File: config.mk
export PLATFORM = sky130hd
export DESIGN_NAME = mmu_pager
export DESIGN_NICKNAME = d
export VERILOG_FILES = /design/src/rtl/mmu_pkg.sv /design/src/rtl/mmu_tlb.sv /design/src/rtl/mmu_walk.sv /design/src/rtl/mmu_pager.sv
export SDC_FILE = /design/constraint.sdc
export NUM_CORES = 1
export LEC_CHECK = 0
export ABC_AREA = 0
export BUFFER_PORTS_ARGS = -buffer_cell sky130_fd_sc_hd__buf_4
export CAP_MARGIN = 30
export CORE_UTILIZATION = 38
export DETAILED_ROUTE_END_ITERATION = 10
export GPL_TIMING_DRIVEN = 0
export SYNTH_ARGS = -nofsm -noshare
export SYNTH_HDL_FRONTEND = slang
export SYNTH_SLANG_ARGS = --single-unit
export TNS_END_PERCENT = 5
File: constraint.sdc
create_clock -name clk -period 14.4 [get_ports clk]
set_input_delay 4.32 -clock clk [delete_from_list [all_inputs] [get_ports clk]]
set_output_delay 4.32 -clock clk [all_outputs]
set_load 0.01 [all_outputs]
File: src/rtl/mmu_pkg.sv
package mmu_pkg;
  localparam int VA_W  = 32;
  localparam int OFS_W = 12;
  localparam int IDX_W = 10;
  localparam int VPN_W = VA_W - OFS_W;

  typedef logic [VPN_W-1:0] vpn_t;

  typedef enum logic [1:0] {
    W_IDLE = 2'd0,
    W_LOOK = 2'd1,
    W_DIR  = 2'd2,
    W_TBL  = 2'd3
  } walk_st_e;

  typedef struct packed {
    logic vld;
    vpn_t vpn;
    vpn_t ppn;
    logic rw;
  } tlb_ent_t;
endpackage

File: src/rtl/mmu_tlb.sv
module mmu_tlb import mmu_pkg::*; #(
  parameter int ENTRIES = 8
) (
  input  logic clk,
  input  logic rst,
  input  vpn_t look_vpn,
  output logic look_hit,
  output vpn_t look_ppn,
  output logic look_rw,
  input  logic ins_en,
  input  vpn_t ins_vpn,
  input  vpn_t ins_ppn,
  input  logic ins_rw,
  input  logic flush_all,
  input  logic flush_one,
  input  vpn_t flush_vpn
);
  localparam int PTR_W = (ENTRIES > 1) ? $clog2(ENTRIES) : 1;
  localparam logic [PTR_W-1:0] LAST = PTR_W'(ENTRIES - 1);

  tlb_ent_t ent [ENTRIES];
  logic [ENTRIES-1:0] hit_v, dup_v, free_v, kill_v;
  logic [PTR_W-1:0] rr_q, free_idx;
  logic any_free;

  for (genvar g = 0; g < ENTRIES; g++) begin : g_cmp
    assign hit_v[g]  = ent[g].vld && (ent[g].vpn == look_vpn);
    assign dup_v[g]  = ent[g].vld && (ent[g].vpn == ins_vpn);
    assign free_v[g] = !ent[g].vld;
    assign kill_v[g] = flush_all || (flush_one && ent[g].vld && (ent[g].vpn == flush_vpn));
  end

  assign look_hit = |hit_v;
  assign any_free = |free_v;

  always_comb begin
    look_ppn = '0;
    look_rw  = 1'b0;
    for (int i = 0; i < ENTRIES; i++) begin
      if (hit_v[i]) begin
        look_ppn = look_ppn | ent[i].ppn;
        look_rw  = look_rw | ent[i].rw;
      end
    end
  end

  always_comb begin
    free_idx = '0;
    for (int i = ENTRIES - 1; i >= 0; i--) begin
      if (free_v[i]) free_idx = PTR_W'(i);
    end
  end

  always_ff @(posedge clk) begin
    if (rst) begin
      for (int i = 0; i < ENTRIES; i++) ent[i].vld <= 1'b0;
      rr_q <= '0;
    end else begin
      for (int i = 0; i < ENTRIES; i++) begin
        if (kill_v[i]) ent[i].vld <= 1'b0;
      end
      if (ins_en && !(|dup_v)) begin
        if (any_free) begin
          ent[free_idx] <= '{vld: 1'b1, vpn: ins_vpn, ppn: ins_ppn, rw: ins_rw};
        end else begin
          ent[rr_q] <= '{vld: 1'b1, vpn: ins_vpn, ppn: ins_ppn, rw: ins_rw};
          rr_q      <= (rr_q == LAST) ? '0 : rr_q + PTR_W'(1);
        end
      end
    end
  end
endmodule

File: src/rtl/mmu_walk.sv
module mmu_walk import mmu_pkg::*; (
  input  logic             clk,
  input  logic             rst,
  input  logic             xl_req,
  input  logic [VA_W-1:0]  xl_vaddr,
  input  logic             xl_write,
  input  logic             xl_en,
  output logic             busy,
  output logic             rsp_valid,
  output logic [VA_W-1:0]  rsp_paddr,
  output logic             rsp_writable,
  output logic             rsp_fault,
  input  logic [VA_W-1:0]  dir_base,
  output vpn_t             look_vpn,
  input  logic             look_hit,
  input  vpn_t             look_ppn,
  input  logic             look_rw,
  output logic             ins_en,
  output vpn_t             ins_vpn,
  output vpn_t             ins_ppn,
  output logic             ins_rw,
  output logic             mem_req,
  output logic [VA_W-1:0]  mem_addr,
  input  logic             mem_valid,
  input  logic [VA_W-1:0]  mem_rdata
);
  walk_st_e st_q;
  logic [VA_W-1:0] va_q;
  logic wr_q, en_q, retried_q;
  logic unused_bits;

  assign unused_bits = ^mem_rdata[OFS_W-1:2];
  assign busy        = (st_q != W_IDLE);
  assign look_vpn    = va_q[VA_W-1:OFS_W];

  assign ins_en  = (st_q == W_TBL) && mem_valid && mem_rdata[0];
  assign ins_vpn = va_q[VA_W-1:OFS_W];
  assign ins_ppn = mem_rdata[VA_W-1:OFS_W];
  assign ins_rw  = mem_rdata[1];

  always_ff @(posedge clk) begin
    if (rst) begin
      st_q         <= W_IDLE;
      va_q         <= '0;
      wr_q         <= 1'b0;
      en_q         <= 1'b0;
      retried_q    <= 1'b0;
      rsp_valid    <= 1'b0;
      rsp_paddr    <= '0;
      rsp_writable <= 1'b0;
      rsp_fault    <= 1'b0;
      mem_req      <= 1'b0;
      mem_addr     <= '0;
    end else begin
      rsp_valid <= 1'b0;
      case (st_q)
        W_IDLE: begin
          if (xl_req) begin
            va_q      <= xl_vaddr;
            wr_q      <= xl_write;
            en_q      <= xl_en;
            retried_q <= 1'b0;
            st_q      <= W_LOOK;
          end
        end
        W_LOOK: begin
          if (!en_q) begin
            rsp_valid    <= 1'b1;
            rsp_paddr    <= va_q;
            rsp_writable <= 1'b1;
            rsp_fault    <= 1'b0;
            st_q         <= W_IDLE;
          end else if (look_hit) begin
            rsp_valid    <= 1'b1;
            rsp_writable <= look_rw;
            rsp_fault    <= wr_q && !look_rw;
            rsp_paddr    <= (wr_q && !look_rw) ? '0 : {look_ppn, va_q[OFS_W-1:0]};
            st_q         <= W_IDLE;
          end else if (retried_q) begin
            rsp_valid    <= 1'b1;
            rsp_paddr    <= '0;
            rsp_writable <= 1'b0;
            rsp_fault    <= 1'b1;
            st_q         <= W_IDLE;
          end else begin
            mem_req  <= 1'b1;
            mem_addr <= dir_base + VA_W'({va_q[VA_W-1 -: IDX_W], 2'b00});
            st_q     <= W_DIR;
          end
        end
        W_DIR: begin
          if (mem_valid) begin
            if (!mem_rdata[0]) begin
              mem_req      <= 1'b0;
              rsp_valid    <= 1'b1;
              rsp_paddr    <= '0;
              rsp_writable <= 1'b0;
              rsp_fault    <= 1'b1;
              st_q         <= W_IDLE;
            end else begin
              mem_addr <= {mem_rdata[VA_W-1:OFS_W], {OFS_W{1'b0}}}
                          + VA_W'({va_q[OFS_W +: IDX_W], 2'b00});
              st_q     <= W_TBL;
            end
          end
        end
        W_TBL: begin
          if (mem_valid) begin
            mem_req <= 1'b0;
            if (!mem_rdata[0]) begin
              rsp_valid    <= 1'b1;
              rsp_paddr    <= '0;
              rsp_writable <= 1'b0;
              rsp_fault    <= 1'b1;
              st_q         <= W_IDLE;
            end else begin
              retried_q <= 1'b1;
              st_q      <= W_LOOK;
            end
          end
        end
        default: st_q <= W_IDLE;
      endcase
    end
  end
endmodule

File: src/rtl/mmu_pager.sv
module mmu_pager import mmu_pkg::*; #(
  parameter int              TLB_ENTRIES = 8,
  parameter logic [VA_W-1:0] BASE_RESET  = '0
) (
  input  logic            clk,
  input  logic            rst,
  input  logic            xl_req,
  input  logic [VA_W-1:0] xl_vaddr,
  input  logic            xl_write,
  input  logic            xl_en,
  output logic            busy,
  output logic            rsp_valid,
  output logic [VA_W-1:0] rsp_paddr,
  output logic            rsp_writable,
  output logic            rsp_fault,
  input  logic            ctl_flush_all,
  input  logic            ctl_load_base,
  input  logic [VA_W-1:0] ctl_new_base,
  input  logic            ctl_flush_page,
  input  logic [VA_W-1:0] ctl_page_va,
  output logic            mem_req,
  output logic [VA_W-1:0] mem_addr,
  input  logic            mem_valid,
  input  logic [VA_W-1:0] mem_rdata
);
  logic [VA_W-1:0] base_q;
  logic fl_all, fl_one;
  vpn_t look_vpn, look_ppn, ins_vpn, ins_ppn;
  logic look_hit, look_rw, ins_en, ins_rw;
  logic unused_top;

  assign unused_top = ^ctl_page_va[OFS_W-1:0];
  assign fl_all     = ctl_flush_all && !busy;
  assign fl_one     = ctl_flush_page && !busy;

  always_ff @(posedge clk) begin
    if (rst) base_q <= BASE_RESET;
    else if (fl_all && ctl_load_base) base_q <= ctl_new_base;
  end

  mmu_tlb #(.ENTRIES(TLB_ENTRIES)) i_tlb (
    .clk(clk), .rst(rst),
    .look_vpn(look_vpn), .look_hit(look_hit), .look_ppn(look_ppn), .look_rw(look_rw),
    .ins_en(ins_en), .ins_vpn(ins_vpn), .ins_ppn(ins_ppn), .ins_rw(ins_rw),
    .flush_all(fl_all), .flush_one(fl_one), .flush_vpn(ctl_page_va[VA_W-1:OFS_W])
  );

  mmu_walk i_walk (
    .clk(clk), .rst(rst),
    .xl_req(xl_req), .xl_vaddr(xl_vaddr), .xl_write(xl_write), .xl_en(xl_en),
    .busy(busy), .rsp_valid(rsp_valid), .rsp_paddr(rsp_paddr),
    .rsp_writable(rsp_writable), .rsp_fault(rsp_fault),
    .dir_base(base_q),
    .look_vpn(look_vpn), .look_hit(look_hit), .look_ppn(look_ppn), .look_rw(look_rw),
    .ins_en(ins_en), .ins_vpn(ins_vpn), .ins_ppn(ins_ppn), .ins_rw(ins_rw),
    .mem_req(mem_req), .mem_addr(mem_addr), .mem_valid(mem_valid), .mem_rdata(mem_rdata)
  );
endmodule

Yosys cells after proc, flatten, opt, wreduce, memory -nomap -nowiden --
Memory sizes are Yosys's and may differ from the RTL's. Cells that the tools add are included.
Storage, ports and cells: memories kept 1, bits in registers 140, output and inout bits 69, input bits 137, word-level logic and storage cells 262, RAM bits 336
Memories:
- i_tlb.ent | depth 8, bits a word 42, rd ports 8, clocked after Yosys merged registers in 0, write ports 8, RTL line mmu_tlb.sv:21 | tlb_ent_t ent [ENTRIES];
Cells by class: add/subtract/negate cells 3, reduce and logical (&&, ||, !) cells 68, bitwise logic cells 23, multiplexer cells 122, equality and inequality tests 32
Operators with widths (number):
- 32-bit 2-to-1 mux | 11
- 20-bit equality test | 16
- 20-bit 2-to-1 mux | 8
- 20-bit OR | 7
- 32-bit case mux with 2 select lines | 2
- 42-bit 2-to-1 mux | 2
- 42-bit OR reduction | 2
- 1-bit 2-to-1 mux | 73
- 32-bit by 12-bit adder with 32-bit output | 2
- 3-bit 2-to-1 mux | 11
- 1-bit logical AND | 31
- 2-bit 2-to-1 mux | 9
- 2-bit != test, second input constant | 9
- 8-bit OR reduction | 2
- 1-bit OR | 15
- 1-bit logical NOT | 11
- 1-bit logical OR | 8
- 1-bit case mux with 2 select lines | 4
- 2-bit case mux with 4 select lines | 1
- 4-bit AND reduction | 2
- 2-bit nonzero test | 4
- 7-bit AND reduction | 1
- 6-bit AND reduction | 1
- 2-bit equality test, second input constant | 2
- other kinds (12) | 14

Longest topological paths before layout --
Gate-level depths: netlist of the first run. An unclocked memory read counts as a cell.
word-level depth 24, gate-level depth with buffers 12, gate-level depth less buffers 11

Hierarchy --
From an unflattened synthesis of the first run, not the netlist that was laid out.
Unflattened totals: cells, all modules 2075, area, all modules 24033.0 sq um
Modules (own cells, without submodules):
- mmu_tlb | seq. area each 10069.7 sq um, instances 1, area each 16938.7 sq um, cells an instance 1239
- mmu_walk | seq. area each 2102.0 sq um, instances 1, area each 5607.9 sq um, cells an instance 694
- mmu_pager | seq. area each 640.6 sq um, instances 1, area each 1486.4 sq um, cells an instance 142

Worst setup path before layout of the first run --
Ideal clock, no wire load.
kind input -> register, start input mem_valid, end memory i_tlb.ent[4][0] (netlist name), enable pin, setup time 0.490 ns, data required time 13.910 ns, path buffers 0, stages 6, arrival 8.032 ns, path slack 5.877 ns, cells stage by stage nand2_1 -> nor2_1 -> nand2_1 -> nor4b_1 -> a22oi_1 -> nor3_1
RTL lines:
- start: declaration | RTL line mmu_pager.sv:23 | input logic mem_valid,
- end: declaration | RTL line mmu_tlb.sv:21

==> impl_metrics.prom, run 1 <==
# TYPE chip_impl_metric gauge
chip_impl_info{name="synth.area.top_cells",value="sky130_fd_sc_hd__edfxtp_1 46%, sky130_fd_sc_hd__dfxtp_1 14%, sky130_fd_sc_hd__xnor2_1 8.3%, sky130_fd_sc_hd__xor2_1 5.8%, sky130_fd_sc_hd__nand2_1 3.2%"} 1
chip_impl_metric{name="grt_start_max_net_pins",unit=""} 22
chip_impl_info{name="holdCritPathClass",value="reg -> reg"} 1
chip_impl_metric{name="fin_setup_tns",unit="ps"} 0
chip_impl_metric{name="min_period",unit="ps"} 6710
chip_impl_info{name="critical_path.endpoint_type",value="flop"} 1
chip_impl_metric{name="worst_skew_pair.late_latency",unit="ps"} 620
chip_impl_metric{name="relSlewSlack",unit=""} 0.255
chip_impl_metric{name="worst_ep_arrival_time",unit="ps"} 7020
chip_impl_metric{name="grt_util_met3",unit=""} 0.0490
chip_impl_metric{name="cts_post_setup_buffers_inserted",unit=""} 0
chip_impl_metric{name="worst_pin_slew",unit="ps"} 1120
chip_impl_metric{name="floorplan.rows",unit=""} 86
chip_impl_metric{name="fmaxAchievable",unit="MHz"} 149
chip_impl_metric{name="fin_total_pwr",unit="mW"} 3.05
chip_impl_metric{name="die_height",unit="um"} 240
chip_impl_metric{name="yosysUniqueCellTypes",unit=""} 61
chip_impl_info{name="gr-max-usage-layer",value="met2"} 1
chip_impl_metric{name="leakage_dissipation",unit="nW"} 8.68
chip_impl_metric{name="netSwitchingPower",unit="mW"} 0.752
chip_impl_info{name="run_status",value="completed"} 1
chip_impl_metric{name="synth.cell_area",unit="sq um"} 21600
chip_impl_metric{name="grt_overflow_total",unit=""} 0
chip_impl_metric{name="grt_use_total",unit=""} 0.271
chip_impl_info{name="synth_most_common_cell",value="sky130_fd_sc_hd__edfxtp_1"} 1
chip_impl_metric{name="vdd_drop_max",unit="mV"} 0.0879
chip_impl_metric{name="worst-r2r-setup-slack",unit="ps"} 8660
chip_impl_metric{name="placeableCoreArea",unit="sq um"} 55500
chip_impl_metric{name="switching_power_as_a_share_of_total_power",unit=""} 0.247
chip_impl_metric{name="cts.path.max_buffers",unit=""} 3
chip_impl_metric{name="synthesis.instances",unit=""} 1812
chip_impl_metric{name="postSynthRegisterBits",unit=""} 476
chip_impl_metric{name="cts.repair.resized",unit=""} 0
chip_impl_metric{name="die_width",unit="um"} 240
chip_impl_metric{name="finish.utilization",unit=""} 0.465
chip_impl_info{name="hp-start",value="i_walk.va_q[3]"} 1
chip_impl_metric{name="cp_max_fo",unit=""} 12
chip_impl_info{name="worst-setup-path-type",value="in -> reg"} 1
chip_impl_metric{name="drt.antenna.violating_nets",unit=""} 0
chip_impl_metric{name="p_per_area",unit="nW/um^2"} 118
chip_impl_metric{name="power.share.sequential",unit=""} 0.495
chip_impl_metric{name="combPwrFrac",unit=""} 0.078
chip_impl_metric{name="num_vias",unit=""} 16553
chip_impl_metric{name="grt_util_met1",unit=""} 0.362
chip_impl_metric{name="place_hpwl",unit="um"} 54000
chip_impl_metric{name="yosys_warnings",unit=""} 0
chip_impl_info{name="worst_hold_path.endpoint",value="i_walk.va_q[3]"} 1
chip_impl_metric{name="vias_per_cell",unit=""} 5.80
chip_impl_metric{name="clockPowerShare",unit=""} 0.427
chip_impl_info{name="r2r-end",value="i_tlb.ent[6][25]"} 1
chip_impl_metric{name="wl_per_cell",unit="um"} 27.5
chip_impl_metric{name="finalNetCount",unit=""} 2210
chip_impl_metric{name="port_buffers",unit=""} 163
chip_impl_metric{name="vias_in_the_first_global_route",unit=""} 16165
chip_impl_metric{name="detailedRoute.firstPassIterationCount",unit=""} 5
chip_impl_info{name="most_used_standard_cells_in_the_synthesized_netlist",value="328 x sky130_fd_sc_hd__edfxtp_1, 205 x sky130_fd_sc_hd__xnor2_1, 186 x sky130_fd_sc_hd__nand2_1, 148 x sky130_fd_sc_hd__dfxtp_1, 144 x sky130_fd_sc_hd__xor2_1"} 1
chip_impl_metric{name="layout.filler_cells",unit=""} 5099
chip_impl_metric{name="floorplan.initialDensity",unit=""} 0.388
chip_impl_metric{name="hold_ws",unit="ps"} 455
chip_impl_metric{name="timing_max_transition_violations_final",unit=""} 0
chip_impl_metric{name="mappedNetlistNets",unit=""} 1962
chip_impl_metric{name="cts_inserted_buffers",unit=""} 51
chip_impl_metric{name="power_report.internal_total",unit="mW"} 2.30
chip_impl_metric{name="initial_antenna_violation_count",unit=""} 2
chip_impl_metric{name="initialDrtViolationCount",unit=""} 1890
chip_impl_info{name="postSynth.topFlopCell",value="sky130_fd_sc_hd__edfxtp_1"} 1
chip_impl_info{name="rsz0062_at_grt",value="no"} 1
chip_impl_metric{name="hold_buffers",unit=""} 0
chip_impl_metric{name="final.setup_skew",unit="ps"} 25.9
chip_impl_metric{name="drc",unit=""} 0
chip_impl_metric{name="synth_edf_count",unit=""} 328
chip_impl_metric{name="gpl.final_weighted_congestion",unit=""} 0.927
chip_impl_metric{name="io-pin-count",unit=""} 206
chip_impl_metric{name="clock_sinks",unit=""} 476
chip_impl_info{name="cts-root-buf",value="sky130_fd_sc_hd__clkbuf_16"} 1
chip_impl_metric{name="endpoint_required_time_on_the_critical_path",unit="ps"} 14710
chip_impl_metric{name="maxCapViolCount",unit=""} 0
chip_impl_metric{name="finalCritPeriodShare",unit=""} 0.466
chip_impl_info{name="library_cell_occupying_the_most_area_in_the_post_synthesis_netlist",value="sky130_fd_sc_hd__edfxtp_1"} 1
chip_impl_info{name="crit-reg2reg-launch",value="i_walk.va_q[25]"} 1
chip_impl_metric{name="syn_avg_cell_area",unit="sq um"} 11.9
chip_impl_metric{name="routed_wirelength",unit="um"} 78400
chip_impl_metric{name="use_met2",unit=""} 0.428
chip_impl_metric{name="worstHoldPathCells",unit=""} 2
chip_impl_metric{name="clk_pin_slew",unit="ps"} 60
chip_impl_info{name="tritoncts",value="yes"} 1
chip_impl_metric{name="final_number_of_setup_violating_endpoints",unit=""} 0
chip_impl_metric{name="first_pass_grt_wire_length",unit="um"} 111000
chip_impl_metric{name="syn2layout_area_growth",unit="%"} 19.9
chip_impl_metric{name="fp.dieArea",unit="sq um"} 57700
chip_impl_metric{name="drive_above_1_share",unit=""} 0.150
chip_impl_metric{name="cts_htree_levels",unit=""} 2
chip_impl_metric{name="top_area_cell_type_share_of_the_netlist_area",unit=""} 0.457
chip_impl_metric{name="synth_async_sr_flop_share",unit=""} 0
chip_impl_metric{name="final-hold-violation-count",unit=""} 0
chip_impl_metric{name="yosysSeqAreaShare",unit=""} 0.594
chip_impl_metric{name="worstRegToRegCells",unit=""} 11
chip_impl_info{name="critPathLaunchType",value="input port"} 1
==> metal layers <==
metal / part of all wire / vias up
met2: 0.46 / 969
met4: 0.045 / 0
li1: - / 7239
met3: 0.099 / 202
met1: 0.40 / 8143
met5: 0 / -
==> flip-flops by register name (all words and copies together), names as in the netlist <==
| signal | cells |
|---|---|
| i_tlb.ent | 336 |
| base_q | 32 |
| i_walk.mem_addr | 32 |
| i_walk.rsp_paddr | 32 |
| i_walk.va_q | 32 |
| i_tlb.rr_q | 3 |
| i_walk.st_q | 2 |
| i_walk.en_q | 1 |
| i_walk.mem_req | 1 |
| i_walk.retried_q | 1 |
| i_walk.rsp_fault | 1 |
| i_walk.rsp_valid | 1 |
| i_walk.rsp_writable | 1 |
| i_walk.wr_q | 1 |
==> metrics by stage <==
step	setup slack, ps	cells	cell area, sq um
5_1_grt	7520	2852	25800
4_1_cts	7740	2850	25800
2_1_floorplan	5880	1812	21600
3_5_place_dp	7110	2754	24200
3_3_place_gp	2720	2723	23700
6_report	7690	2853	25800
==> power by group through the flow <==
| stage | Sequential, mW | Clock [mW] | Combinational, mW |
|---|---|---|---|
| 2_1_floorplan | 1.52 | 0 | 0.124 |
| 3_3_place_gp | 1.54 | 0 | 0.228 |
| 3_5_place_dp | 1.54 | 0 | 0.234 |
| 4_1_cts | 1.51 | 1.31 | 0.235 |
| 5_1_grt | 1.51 | 1.36 | 0.253 |
| 6_report | 1.51 | 1.30 | 0.239 |
==> cell type report <==
type                       count  area (sq um)  area share
antenna                        2          5.00    0.000194
buffer                       114           490      0.0190
clock buffer                  75          1450      0.0560
clock inverter                21           185     0.00717
inverter                      17          63.8     0.00247
multi-input combinational   1205          8240       0.319
sequential                   476         12800       0.496
tap                          748           936      0.0362
timing repair buffer         195          1660      0.0641
==> worst max-delay path, stage by stage <==
cell and delay (ps):
sky130_fd_sc_hd__buf_4 110, sky130_fd_sc_hd__nand2_1 90, sky130_fd_sc_hd__nor2_1 190, sky130_fd_sc_hd__nand2_1 110
sky130_fd_sc_hd__nor4b_1 390, sky130_fd_sc_hd__a22oi_1 390, sky130_fd_sc_hd__nor3_2 920, sky130_fd_sc_hd__buf_6 260
sky130_fd_sc_hd__buf_4 240
==> layout by cell type, fill, tap and decap left out, drive strengths merged, types with 46 or more instances in the layout <==
master / count
edfxtp: 328
buf: 229
xnor2: 205
nand2: 186
clkbuf: 155
dfxtp: 148
xor2: 144
a21oi: 85
nand4: 81
a22o: 73
nor2: 70
a221oi: 49
nand3: 46
==> worst max path at each step <==
stage | to | cells after the start | start | slack [ps]
after floorplan | i_tlb.ent[4][0] | 6 | mem_valid | 5880
after global placement | i_tlb.ent[6][14] | 7 | mem_rdata[0] | 2720
after detailed placement | i_tlb.ent[6][26] | 9 | mem_valid | 7110
after CTS | i_tlb.ent[6][25] | 9 | mem_valid | 7740
after global routing | i_tlb.ent[6][25] | 9 | mem_valid | 7520
final | i_tlb.ent[6][25] | 9 | mem_valid | 7690
==> kinds of logic (layout without fill, tap and decap cells) <==
family,count (synthesis),in the layout,share of synthesized area
AND/OR/NAND/NOR,519,519,0.121
flip-flops,476,476,0.594
XOR/XNOR,349,349,0.142
AO/OA/AOI/OAI,319,319,0.107
buffers and inverters,131,422,0.0257
adder cells (fa/ha/maj),13,13,0.00789
multiplexers,5,5,0.00232
other,0,2,0
(Power assumes the default switching activity.)
==> run 2: changes to the inputs <==
--- a/config.mk
+++ b/config.mk
@@ -5,7 +5,7 @@
 export SDC_FILE = /design/constraint.sdc
 export NUM_CORES = 1
 export LEC_CHECK = 0
-export ABC_AREA = 0
+export ABC_AREA = 1
 export BUFFER_PORTS_ARGS = -buffer_cell sky130_fd_sc_hd__buf_4
 export CAP_MARGIN = 30
 export CORE_UTILIZATION = 38
==> constraint.sdc (replaced) <==
create_clock -name clk -period 5.8 [get_ports clk]
set_input_delay 1.74 -clock clk [delete_from_list [all_inputs] [get_ports clk]]
set_output_delay 1.74 -clock clk [all_outputs]
set_load 0.01 [all_outputs]
==> run 2 against run 1 <==
Via count up 34%. Routed wire length up 33%. First-iteration DRC count up 57%. Clock power rose to 2.5 times the previous value. Largest power group unchanged.
==> impl_metrics.prom, run 2 <==
# TYPE chip_impl_metric gauge
chip_impl_metric{name="fin_total_pwr",unit="mW"} 8.21
chip_impl_metric{name="fmaxAchievable",unit="MHz"} 189
chip_impl_metric{name="finalCritPeriodShare",unit=""} 0.913
chip_impl_info{name="worst_path_dominant_cell_family",value="simple AND/OR/NAND/NOR gates"} 1
chip_impl_metric{name="floorplan.rows",unit=""} 92
chip_impl_metric{name="placeableCoreArea",unit="sq um"} 63300
chip_impl_metric{name="timing_max_transition_violations_final",unit=""} 0
chip_impl_info{name="critPathLaunchType",value="flop"} 1
chip_impl_metric{name="final_number_of_setup_violating_endpoints",unit=""} 0
chip_impl_info{name="most_used_standard_cells_in_the_synthesized_netlist",value="895 x sky130_fd_sc_hd__nand2_1, 349 x sky130_fd_sc_hd__nor2_1, 328 x sky130_fd_sc_hd__edfxtp_1, 274 x sky130_fd_sc_hd__inv_1, 195 x sky130_fd_sc_hd__nand3_1"} 1
chip_impl_info{name="cts-root-buf",value="sky130_fd_sc_hd__clkbuf_16"} 1
chip_impl_metric{name="cp_max_fo",unit=""} 21
chip_impl_metric{name="drive_above_1_share",unit=""} 0.118
chip_impl_metric{name="finalNetCount",unit=""} 3376
chip_impl_metric{name="yosysSeqAreaShare",unit=""} 0.524
chip_impl_metric{name="dp.cells",unit=""} 4019
chip_impl_metric{name="floorplan.initialDensity",unit=""} 0.386
chip_impl_metric{name="postSynthRegisterBits",unit=""} 476
chip_impl_info{name="cp_cell_sequence",value="buf_2, inv_2, nand2_1, nand2_1, nor2_1, nand2_1, nor2_2, nand3_2, nand2_1, nor2_1, nand2_4, nor2_8, nand3_1, nand2_1, nand2_2, nand2_1, nor2_4, buf_12"} 1
chip_impl_metric{name="die_height",unit="um"} 256
chip_impl_metric{name="leakage_dissipation",unit="nW"} 12.3
chip_impl_info{name="layout_common_cells",value="895 x sky130_fd_sc_hd__nand2_1, 346 x sky130_fd_sc_hd__nor2_1, 328 x sky130_fd_sc_hd__edfxtp_1"} 1
chip_impl_metric{name="grt_use_total",unit=""} 0.313
chip_impl_metric{name="layout.filler_cells",unit=""} 6391
chip_impl_info{name="library_cell_occupying_the_most_area_in_the_post_synthesis_netlist",value="sky130_fd_sc_hd__edfxtp_1"} 1
chip_impl_metric{name="cts.path.max_buffers",unit=""} 3
chip_impl_metric{name="worst_pin_slew",unit="ps"} 1060
chip_impl_metric{name="fp.dieArea",unit="sq um"} 65400
chip_impl_metric{name="finish.utilization",unit=""} 0.454
chip_impl_metric{name="drt.antenna.violating_nets",unit=""} 0
chip_impl_info{name="layout.cells.most_common",value="sky130_fd_sc_hd__nand2_1"} 1
chip_impl_info{name="regMostFlops",value="i_tlb.ent"} 1
chip_impl_metric{name="yosys_warnings",unit=""} 0
chip_impl_metric{name="wl_per_cell",unit="um"} 25.4
chip_impl_metric{name="cts_post_setup_buffers_inserted",unit=""} 0
chip_impl_metric{name="gpl.final_weighted_congestion",unit=""} 0.969
chip_impl_metric{name="final-hold-violation-count",unit=""} 0
chip_impl_metric{name="cts.repair.resized",unit=""} 0
chip_impl_info{name="tritoncts",value="yes"} 1
chip_impl_metric{name="worst_skew_pair.late_latency",unit="ps"} 640
chip_impl_metric{name="clock_sinks",unit=""} 476
chip_impl_metric{name="port_buffers",unit=""} 163
chip_impl_info{name="synth.area.top_cells",value="sky130_fd_sc_hd__edfxtp_1 40%, sky130_fd_sc_hd__nand2_1 14%, sky130_fd_sc_hd__dfxtp_1 12%, sky130_fd_sc_hd__nor2_1 5.4%, sky130_fd_sc_hd__inv_1 4.2%"} 1
chip_impl_metric{name="drc",unit=""} 0
chip_impl_metric{name="io-pin-count",unit=""} 206
chip_impl_metric{name="grt_start_max_net_pins",unit=""} 37
chip_impl_metric{name="highest_cell_delay_on_the_worst_timing_path",unit="ps"} 920
chip_impl_info{name="worst-setup-path-type",value="reg -> reg"} 1
chip_impl_info{name="rsz0062_at_grt",value="no"} 1
chip_impl_metric{name="top_area_cell_type_share_of_the_netlist_area",unit=""} 0.403
chip_impl_info{name="run_status",value="completed"} 1
chip_impl_metric{name="die_width",unit="um"} 256
chip_impl_metric{name="min_period",unit="ps"} 5290
chip_impl_metric{name="mappedNetlistNets",unit=""} 3139
chip_impl_metric{name="num_vias",unit=""} 22243
chip_impl_info{name="path_common_cell",value="sky130_fd_sc_hd__nand2_1"} 1
chip_impl_metric{name="hold_ws",unit="ps"} 462
chip_impl_metric{name="initial_antenna_violation_count",unit=""} 5
chip_impl_metric{name="largest_reg_flops",unit=""} 336
chip_impl_metric{name="yosysUniqueCellTypes",unit=""} 55
chip_impl_metric{name="cts_htree_levels",unit=""} 2
chip_impl_metric{name="synth_async_sr_flop_share",unit=""} 0
chip_impl_metric{name="final.setup_skew",unit="ps"} 28.2
chip_impl_metric{name="endpoint_required_time_on_the_critical_path",unit="ps"} 6130
chip_impl_metric{name="vdd_drop_max",unit="mV"} 0.206
chip_impl_metric{name="critical_path_buf_inv_count",unit=""} 3
chip_impl_metric{name="worst_ep_arrival_time",unit="ps"} 5630
chip_impl_metric{name="grt_overflow_total",unit=""} 0
chip_impl_metric{name="synth_edf_count",unit=""} 328
chip_impl_info{name="synth_most_common_cell",value="sky130_fd_sc_hd__nand2_1"} 1
chip_impl_metric{name="routed_wirelength",unit="um"} 104000
chip_impl_metric{name="synthesis.instances",unit=""} 2989
chip_impl_metric{name="place_hpwl",unit="um"} 74500
chip_impl_metric{name="worst-r2r-setup-slack",unit="ps"} 510
chip_impl_metric{name="vias_in_the_first_global_route",unit=""} 20745
chip_impl_info{name="postSynth.topFlopCell",value="sky130_fd_sc_hd__edfxtp_1"} 1
chip_impl_metric{name="instances_no_fill",unit=""} 4110
chip_impl_metric{name="vias_per_cell",unit=""} 5.41
chip_impl_metric{name="detailedRoute.firstPassIterationCount",unit=""} 7
chip_impl_info{name="holdCritPathClass",value="reg -> reg"} 1
chip_impl_info{name="critical_path.endpoint_type",value="flop"} 1
chip_impl_metric{name="clk_pin_slew",unit="ps"} 60
chip_impl_metric{name="p_per_area",unit="nW/um^2"} 286
chip_impl_metric{name="cts_inserted_buffers",unit=""} 51
chip_impl_info{name="critPathSlowestCell",value="sky130_fd_sc_hd__dfxtp_1"} 1
chip_impl_metric{name="first_pass_grt_wire_length",unit="um"} 147000
chip_impl_metric{name="synth.cell_area",unit="sq um"} 24400
chip_impl_metric{name="initialDrtViolationCount",unit=""} 2976
chip_impl_metric{name="maxCapViolCount",unit=""} 0
chip_impl_metric{name="n_antenna_cell",unit=""} 0
chip_impl_metric{name="fin_setup_tns",unit="ps"} 0
chip_impl_metric{name="relSlewSlack",unit=""} 0.292
chip_impl_metric{name="hold_buffers",unit=""} 0
chip_impl_metric{name="syn2layout_area_growth",unit="%"} 17.6
chip_impl_metric{name="syn_avg_cell_area",unit="sq um"} 8.18
==> run 2: cell count changes in the layout (fill, tap and decap cells not counted), sizes merged, moves of 16 or more <==
cell | before | now
a221oi | 49 | 3
o21ai | 29 | 141
nor4 | 44 | 20
inv | 20 | 294
a22o | 73 | 0
nand3 | 46 | 204
nand2 | 186 | 900
a21oi | 85 | 165
xor2 | 144 | 66
nor2 | 70 | 362
xnor2 | 205 | 57
a31oi | 21 | 3
clkbuf | 155 | 139
nand4 | 81 | 64
==> run 2: cell families (layout without fill, tap and decap cells) <==
kind of cell	count (synthesis)	after routing	share of synthesized area
AND/OR/NAND/NOR	1606	1606	0.276
adder cells (fa/ha/maj)	13	13	0.00696
AO/OA/AOI/OAI	351	351	0.0769
buffers and inverters	420	695	0.0717
XOR/XNOR	123	123	0.0441
flip-flops	476	476	0.524
==> run 2: routing by layer <==
layer | track usage | part of all wire | vias to the layer above
li1 | - | - | 10271
met1 | 0.450 | 0.42 | 10465
met2 | 0.471 | 0.43 | 1305
met3 | 0.0506 | 0.11 | 202
met4 | 0.122 | 0.041 | 0
met5 | 0 | 0 | -
==> run 2: where the power goes <==
part	internal [mW]	switching, mW	total (mW)
combinational	0.319	0.784	1.10
sequential	3.71	0.134	3.84
clock	1.81	1.46	3.27
==> run 2: path summary, 6_finish.rpt <==
| kind | start | depth (start not counted) | end |
|---|---|---|---|
| max | i_walk.va_q[29] | 18 | i_tlb.ent[2][9] |
| min | i_walk.retried_q | 2 | i_walk.retried_q |
| max reg2reg | i_walk.va_q[29] | 18 | i_tlb.ent[2][9] |
| min reg2reg | i_walk.retried_q | 2 | i_walk.retried_q |
==> run 2: through the flow <==
| step | worst slack (ps) | instance area [sq um] |
|---|---|---|
| 6_report | 507 | 28800 |
| 4_1_cts | 658 | 28800 |
| 3_3_place_gp | -1920 | 26700 |
| 3_5_place_dp | 660 | 27100 |
| 5_1_grt | 511 | 28800 |
| 2_1_floorplan | 1120 | 24400 |
==> run 2: final cells by class <==
type	count	area (sq um)	area share
multi-input combinational	2093	9910	0.344
buffer	121	631	0.0219
timing repair buffer	184	1580	0.0551
inverter	299	1120	0.0390
clock buffer	75	1470	0.0510
sequential	476	12800	0.445
tap	846	1060	0.0368
clock inverter	16	181	0.00631
==> run 2: tightest hold or removal path: stages (launching register included) <==
cell and delay, ps:
sky130_fd_sc_hd__dfxtp_1 310, sky130_fd_sc_hd__nand2_1 60, sky130_fd_sc_hd__a21oi_1 50
